**config.mk**
```make
export PLATFORM = sky130hd
export DESIGN_NAME = wordprog_seq
export DESIGN_NICKNAME = d
export VERILOG_FILES = /design/src/rtl/wordprog_seq.sv
export SDC_FILE = /design/constraint.sdc
export NUM_CORES = 1
export LEC_CHECK = 0
export ABC_AREA = 1
export BUFFER_PORTS_ARGS = -buffer_cell sky130_fd_sc_hd__buf_4
export CAP_MARGIN = 20
export CELL_PAD_IN_SITES_DETAIL_PLACEMENT = 1
export CELL_PAD_IN_SITES_GLOBAL_PLACEMENT = 1
export CORE_MARGIN = 3
export CORE_UTILIZATION = 40
export CTS_CLUSTER_DIAMETER = 80
export DETAILED_ROUTE_END_ITERATION = 10
export PLACE_DENSITY = 0.86
export SLEW_MARGIN = 10
export SYNTH_ARGS = -nofsm -noshare
export SYNTH_HDL_FRONTEND = slang
export SYNTH_SLANG_ARGS = --single-unit
```
**constraint.sdc**
```tcl
create_clock -name clk -period 2.4 [get_ports clk]
set_clock_uncertainty 0.1 [all_clocks]
set_input_delay 0.24 -clock clk [delete_from_list [all_inputs] [get_ports clk]]
set_output_delay 0.24 -clock clk [all_outputs]
set_load 0.05 [all_outputs]
```
**src/rtl/wordprog_seq.sv**
```systemverilog
module wordprog_seq #(
  parameter int ADDR_BYTES = 3,
  parameter int LEN_W      = 16,
  parameter int POLL_MAX   = 1024
) (
  input  logic                    clk,
  input  logic                    rst_n,
  input  logic                    req_valid,
  output logic                    req_ready,
  input  logic [8*ADDR_BYTES-1:0] req_addr,
  input  logic [LEN_W-1:0]        req_len,
  input  logic                    dat_valid,
  input  logic [7:0]              dat_byte,
  output logic                    dat_ready,
  output logic                    spi_req,
  output logic [7:0]              spi_tx,
  output logic                    spi_last,
  input  logic                    spi_ack,
  input  logic [7:0]              spi_rx,
  output logic                    done,
  output logic                    error,
  output logic [LEN_W-1:0]        wr_count
);
  localparam int AW   = 8 * ADDR_BYTES;
  localparam int BI_W = (ADDR_BYTES > 1) ? $clog2(ADDR_BYTES) : 1;
  localparam int PW   = $clog2(POLL_MAX + 1);

  localparam logic [7:0] OP_RDST = 8'h05;
  localparam logic [7:0] OP_WREN = 8'h06;
  localparam logic [7:0] OP_WRDI = 8'h04;
  localparam logic [7:0] OP_BYTE = 8'h02;
  localparam logic [7:0] OP_WORD = 8'hAD;

  typedef enum logic [3:0] {
    S_IDLE, S_POLL_OP, S_POLL_RD, S_WREN, S_WRDI,
    S_BP_OP, S_BP_AD, S_BP_DT, S_WP_OP, S_WP_AD, S_WP_D0, S_WP_D1
  } st_t;

  typedef enum logic [1:0] {PH_INIT, PH_BODY, PH_FLUSH, PH_TAIL} ph_t;

  st_t              st;
  ph_t              ph;
  logic [AW-1:0]    addr;
  logic [LEN_W-1:0] rem;
  logic [LEN_W-1:0] cnt;
  logic [BI_W-1:0]  bi;
  logic [PW-1:0]    pcnt;
  logic             first;
  logic             done_q, err_q;

  wire unused_rx = ^spi_rx[7:1];

  wire        data_st   = (st == S_BP_DT) || (st == S_WP_D0) || (st == S_WP_D1);
  wire        last_ab   = (bi == BI_W'(ADDR_BYTES - 1));
  wire [7:0]  addr_byte = addr[8*(ADDR_BYTES-1-int'(bi)) +: 8];
  wire        took      = data_st && spi_ack;

  st_t body_next;
  always_comb begin
    if (addr[0] && rem != '0)   body_next = S_BP_OP;
    else if (rem > LEN_W'(1))   body_next = S_WP_OP;
    else                        body_next = S_WRDI;
  end

  always_comb begin
    spi_tx   = 8'h00;
    spi_last = 1'b0;
    case (st)
      S_POLL_OP: spi_tx = OP_RDST;
      S_POLL_RD: begin spi_tx = 8'h00;   spi_last = 1'b1; end
      S_WREN:    begin spi_tx = OP_WREN; spi_last = 1'b1; end
      S_WRDI:    begin spi_tx = OP_WRDI; spi_last = 1'b1; end
      S_BP_OP:   spi_tx = OP_BYTE;
      S_WP_OP:   spi_tx = OP_WORD;
      S_BP_AD,
      S_WP_AD:   spi_tx = addr_byte;
      S_WP_D0:   spi_tx = dat_byte;
      S_BP_DT,
      S_WP_D1:   begin spi_tx = dat_byte; spi_last = 1'b1; end
      default:   ;
    endcase
  end

  assign spi_req   = (st != S_IDLE) && (!data_st || dat_valid);
  assign dat_ready = took;
  assign req_ready = (st == S_IDLE);
  assign done      = done_q;
  assign error     = err_q;
  assign wr_count  = cnt;

  always_ff @(posedge clk or negedge rst_n) begin
    if (!rst_n) begin
      st     <= S_IDLE;
      ph     <= PH_INIT;
      addr   <= '0;
      rem    <= '0;
      cnt    <= '0;
      bi     <= '0;
      pcnt   <= '0;
      first  <= 1'b0;
      done_q <= 1'b0;
      err_q  <= 1'b0;
    end else begin
      done_q <= 1'b0;
      err_q  <= 1'b0;
      if (took) begin
        addr <= addr + AW'(1);
        rem  <= rem - LEN_W'(1);
        cnt  <= cnt + LEN_W'(1);
      end
      case (st)
        S_IDLE: if (req_valid) begin
          addr  <= req_addr;
          rem   <= req_len;
          cnt   <= '0;
          first <= 1'b1;
          pcnt  <= '0;
          ph    <= PH_INIT;
          st    <= S_POLL_OP;
        end
        S_POLL_OP: if (spi_ack) st <= S_POLL_RD;
        S_POLL_RD: if (spi_ack) begin
          if (!spi_rx[0]) begin
            pcnt <= '0;
            case (ph)
              PH_INIT:  begin st <= S_WREN; ph <= PH_BODY; end
              PH_BODY:  st <= body_next;
              PH_FLUSH: if (rem == LEN_W'(1)) begin
                          st <= S_WREN; ph <= PH_TAIL;
                        end else begin
                          st <= S_IDLE; done_q <= 1'b1;
                        end
              default:  st <= S_WRDI;
            endcase
          end else if (pcnt == PW'(POLL_MAX - 1)) begin
            st    <= S_IDLE;
            err_q <= 1'b1;
          end else begin
            pcnt <= pcnt + PW'(1);
            st   <= S_POLL_OP;
          end
        end
        S_WREN: if (spi_ack) st <= (ph == PH_TAIL) ? S_BP_OP : body_next;
        S_WRDI: if (spi_ack) begin
          if (ph == PH_TAIL) begin
            st <= S_IDLE; done_q <= 1'b1;
          end else begin
            st <= S_POLL_OP; ph <= PH_FLUSH;
          end
        end
        S_BP_OP: if (spi_ack) begin st <= S_BP_AD; bi <= '0; end
        S_BP_AD: if (spi_ack) begin
          if (last_ab) st <= S_BP_DT;
          else         bi <= bi + BI_W'(1);
        end
        S_BP_DT: if (spi_ack) st <= S_POLL_OP;
        S_WP_OP: if (spi_ack) begin
          bi <= '0;
          st <= first ? S_WP_AD : S_WP_D0;
        end
        S_WP_AD: if (spi_ack) begin
          if (last_ab) st <= S_WP_D0;
          else         bi <= bi + BI_W'(1);
        end
        S_WP_D0: if (spi_ack) st <= S_WP_D1;
        S_WP_D1: if (spi_ack) begin
          first <= 1'b0;
          st    <= S_POLL_OP;
        end
        default: st <= S_IDLE;
      endcase
    end
  end
endmodule

```
Yosys cells after proc, flatten, opt, wreduce, memory -nomap -nowiden
Index checks and enable logic that the tools add are counted.

word-level totals
  flip-flop bits (word level) = 78
  input bits = 61
  output and inout port bits = 30
  word-level logic and storage cells = 147

operators by class
  add/sub/neg operators = 6
  $lt $le $gt $ge = 1
  eq/ne operators = 39
  shift operators = 1
  mux-type cells = 65
  reductions and logical operators = 25

operator list
  operator                 number
  $mux W16                 6
  $mux W24                 3
  $mux W4                  17
  $pmux W8 S7              1
  $mux W11                 4
  $pmux W4 S11             1
  $ne A2 B2 Y1 const B     16
  $add A24 B1 Y24 const B  1
  $shiftx A24 B6 Y8        1
  $mux W2                  11
  $pmux W11 S2             1
  $add A16 B1 Y16 const B  1
  $eq A16 B1 Y1 const B    1
  $eq A4 B3 Y1 const B     4
  $eq A4 B4 Y1 const B     4
  $gt A16 B1 Y1 const B    1
  $reduce_bool A16 Y1      1
  $sub A16 B1 Y16 const B  1
  $mux W1                  15
  $reduce_and A13 Y1       1
  $pmux W4 S3              1
  $add A11 B1 Y11 const B  1
  $eq A11 B10 Y1 const B   1
  $eq A4 B2 Y1 const B     2
  other kinds (25)         41

Logic depth before layout (Yosys ltp)
  word-level depth = 7
  depth in mapped cells = 12
  gate-level depth less buffers = 12

Worst setup path before layout
No wires, ideal clock.

  path type = reg-to-output
  start = register st[3]
  end = output port spi_tx[2]
  arrival time = 1.738 ns
  required time = 2.060 ns
  setup slack = 0.322 ns
  cell stages (with the launch flop) = 10
  path buffers = 0
  cell sequence = dfrtp_1 > inv_2 > nand2_1 > nor2_1 > inv_1 > o21ai_1 > nand2_1 > o21ai_0 > nand2_1 > nand4_1

between the ends
  longest elaborated chain between the ends = 3
  elaborated cells between the ends (all ways) = 13
  classes of those cells = 10 x eq/ne; 1 x mux; 2 x reduce/logical

RTL lines
  element                                                                       RTL line  RTL
  start, declared                                                               41        st_t st;
  start signal, assigned                                                        127       PH_BODY: st <= body_next;
  start signal, assigned                                                        143       S_WREN: if (spi_ack) st <= (ph == PH_TAIL) ? S_BP_OP : body_next;
  start signal, assigned                                                        159       st <= first ? S_WP_AD : S_WP_D0;
  $eq A4 B3 Y1 / $eq A4 B4 Y1 (equally long branches)                           68        case (st)
  $reduce_or A3 Y1 (no source line) / $reduce_or A2 Y1 (equally long branches)  n/a
  $pmux W8 S7 (*)                                                               68
  end, declared                                                                 16        output logic [7:0] spi_tx,

Every way passes the cells marked *; elsewhere a longest branch is shown, timed or not.

Final worst setup path
  start = register bi[0]
  end = output port spi_tx[6]

between the ends
  longest elaborated chain between the ends = 3

RTL lines
  element                 RTL line  RTL
  start, declared         46        logic [BI_W-1:0] bi;
  start signal, assigned  154       else bi <= bi + BI_W'(1);
  start signal, assigned  163       else bi <= bi + BI_W'(1);
  $sub A2 B2 Y3           55        wire [7:0] addr_byte = addr[8*(ADDR_BYTES-1-int'(bi)) +: 8];
  $shiftx A24 B6 Y8       55
  $pmux W8 S7             68

No other way between the ends.

==> results.sh <==
export IMPL_floorplan_die_height_um=124.3
export IMPL_status="complete, no violations"
export IMPL_clock_power_share_pct=17.5
export IMPL_post_synth_cell_area_avg_um2=6.567
export IMPL_netlist_cell_type_count=42
export IMPL_dpl_cell_area_um2=6466
export IMPL_timing_critical_path_to_type="output pin"
export IMPL_cap_viol_max_count=0
export IMPL_timing_critical_path_from_type="flop"
export IMPL_synth_enable_flop_cells=0
export IMPL_dp_final_hpwl_um=13200
export IMPL_cellPowerDensity_nw_per_um2=1101
export IMPL_ant_nets=0
export IMPL_setup_violating_endpoint_count_in_the_final_report=0
export IMPL_post_route_cells_drive_above_1_share_pct=15.87
export IMPL_crit_required_ns=2.06
export IMPL_yosys_top_cells_area="dfrtp_1, nand2_1, nor2_1, inv_1, o21ai_0"
export IMPL_holdWs_ns=0.004365
export IMPL_synth_top_cell_area_share_pct=34.88
export IMPL_report_final_slew_viol_count=0
export IMPL_min_period_ns=2.346
export IMPL_synthDominantAreaCellType="dfrtp_1"
export IMPL_drt_first_pass_iters=4
export IMPL_final_hold_violation_count=0
export IMPL_io_buffers=83
export IMPL_ctsRootBufferMaster="clkbuf_16"
export IMPL_chipWidth_um=124.3
export IMPL_maximum_resistive_drop_on_vdd_mv=0.4027
export IMPL_drt_initial_violations=310
export IMPL_num_io_pins=91
export IMPL_initial_antenna_violation_count=0
export IMPL_power_combinational_fraction_pct=52.1
export IMPL_number_of_synthesis_warnings=0
export IMPL_vias=5839
export IMPL_die_area_um2=15440
export IMPL_grt_max_degree=46
export IMPL_syn_num_nets=921
export IMPL_maximum_fanout_along_the_worst_path=13
export IMPL_internal_power_mw=3.814
export IMPL_total_standard_cell_area_after_synthesis_um2=5595
export IMPL_path_clk_slew_ns=0.06
export IMPL_worstSkewPairLatency_ns=0.35
export IMPL_number_of_vias_per_cell_after_detailed_routing=5.149
export IMPL_areaGrowthSynthToFinish_pct=23.14
export IMPL_switchingPower_mw=3.773
export IMPL_globalRouteTotalUtil_pct=22.84
export IMPL_leading_register_cell_type_out_of_synthesis="dfrtp_1"
export IMPL_final_nets=1022
export IMPL_power_leakage_nw=3.380
export IMPL_max_freq_mhz=426.2
export IMPL_worst_setup_path_type="flop to output pin"
export IMPL_power_frac_seq_pct=30.4
export IMPL_post_synthesis_sequential_area_ratio_pct=34.88
export IMPL_tritoncts="built"
export IMPL_ctsLongestPathBuffers=2
export IMPL_fillerInstances=1841
export IMPL_row_count=42
export IMPL_drc=0
export IMPL_worst_case_headroom_to_the_max_slew_limit_pct=62.77
export IMPL_core_region_area_um2=13450
export IMPL_design_area_um2=6890
export IMPL_hp_class="input pin to flop"
export IMPL_wl_per_cell_um=15.58
export IMPL_async_reset_ff_share_pct=100.0
export IMPL_globalRoute_totalOverflow=0
export IMPL_synth_ff_latch_count=78
export IMPL_worst_pin_slew_ns=0.5585
export IMPL_tritoncts_num_sinks=78
export IMPL_timing_critical_path_arrival_ns=2.01
export IMPL_post_route_period_util_pct=97.77
export IMPL_global_route_wire_length_before_repair_um=29340
export IMPL_gp_congestion=0.9072
export IMPL_num_antenna_cells=0
export IMPL_synthCells=852
export IMPL_post_route_wl_um=17670
export IMPL_initial_utilization_pct=41.59
export IMPL_grt_pass1_vias=5980
export IMPL_sw_frac_of_total_pct=49.73
export IMPL_numCtsBuffers=9
export IMPL_htree_num_levels=3
-- cell type report --
class                           count  area, um2  area share, %
Clock buffer                       11      242.7          3.523
Clock inverter                      5      35.03         0.5084
Inverter                          105      399.1          5.793
Multi-Input combinational cell    647       3158          45.83
Sequential cell                    78       1953          28.35
Tap cell                          176      220.2          3.196
Timing Repair Buffer              112      882.1          12.80
-- metrics by stage --
stage                     cells  power, mW  utilization (%)  TNS (ns)  worst slack, ns
after floorplan             852      4.958                -         0           0.3216
after global placement     1106      5.986            48.07         0           0.2527
after detailed placement   1106      6.129            48.07         0           0.1875
after CTS                  1128      7.547            50.62         0        0.0008731
after global routing       1134      8.222            51.22   -0.1987         -0.05249
final                      1134      7.586            51.22         0          0.05364
-- sequential cells by signal, summed over array words and instances (netlist names), 2 cells and up --
name / flops
addr: 24
st: 4
wr_count: 16
ph: 2
pcnt: 11
rem: 16
bi: 2
-- timing repair --
action | 4_1_cts | 5_1_grt
setup endpoints to repair | 9 | 9
hold buffers | 5 | 0
endpoints found under the hold margin | 40 | 0
resized for setup | 3 | 15
pin swaps | 1 | 3
setup buffers | 1 | 6
-- worst max-delay path: stages (launching register included) --
cell and delay [ns]:
dfrtp_1 0.42, buf_4 0.19, ha_1 0.21, inv_2 0.11, o21ai_0 0.13, o21ai_0 0.18
a32o_1 0.21, buf_4 0.20
-- cell families after synthesis --
family | Yosys count | share of synthesized area [%]
AOI/OAI and AO/OA | 130 | 13.39
xor gates and xnor gates | 31 | 4.852
adders and majority gates | 8 | 1.789
buffers and inverters | 127 | 9.280
DFF | 78 | 34.88
and+or+nand+nor | 478 | 35.80
-- synth_stat cells, types with 2 or more instances --
cell      count
buf_6         3
buf_2        10
o21ai_0      67
nand3b_1      2
nand3_1      58
nand2_2       4
o31ai_1       2
nor2_1      132
buf_4         2
clkbuf_1      7
nand2_1     248
nor3_1        7
or2_0         8
a31oi_1       5
inv_1        98
o21ai_1      10
a32o_1        2
xnor2_1       2
ha_1          8
a21oi_1      23
o211ai_1     11
inv_2         7
nand4_1      11
dfrtp_1      78
nor2_8        2
xor2_1       29
-- per-layer routing --
metal	GRT usage [%]	part of all wire (%)	vias up
li1	-	-	2916
met1	29.50	46	2796
met2	39.06	49	104
met3	4.803	3.5	23
met4	5.674	1.6	0
met5	0	0	-
-- cells in the final DEF, fill, tap and decap left out, drive strengths merged, types with 4 or more instances in the layout --
master	Yosys	layout
nand2	253	253
clkinv	0	4
inv	105	105
nand4	11	11
nor3	8	8
a31oi	5	5
nor2	135	135
o21ai	77	77
nand3	58	58
dlygate4sd3	0	5
ha	8	8
a21oi	24	24
buf	15	107
or2	9	9
dfrtp	78	78
xor2	29	29
o211ai	12	12
clkbuf	7	11
-- power by group through the flow --
stage | Combinational (mW) | Sequential, mW | Clock [mW]
after floorplan | 2.73 | 2.23 | 0
after global placement | 3.70 | 2.29 | 0
after detailed placement | 3.82 | 2.30 | 0
after CTS | 3.89 | 2.30 | 1.36
after global routing | 4.45 | 2.37 | 1.41
final | 3.96 | 2.31 | 1.33
-- worst paths after layout --
| check | start | end | slack (ns) | depth (start not counted) |
|---|---|---|---|---|
| max in group asynchronous | rst_n | st[3] | 1.29 | 3 |
| worst max register to register | st[2] | addr[2] | 0.15 | 13 |
| worst max-delay path | bi[0] | spi_tx[6] | 0.05 | 7 |
| min in group asynchronous | rst_n | addr[20] | 0.33 | 2 |
| worst min-delay path | req_addr[20] | addr[20] | 0.004 | 3 |
| worst min register to register | pcnt[10] | pcnt[10] | 0.41 | 2 |
No activity file was read; power rests on OpenSTA's default activity.
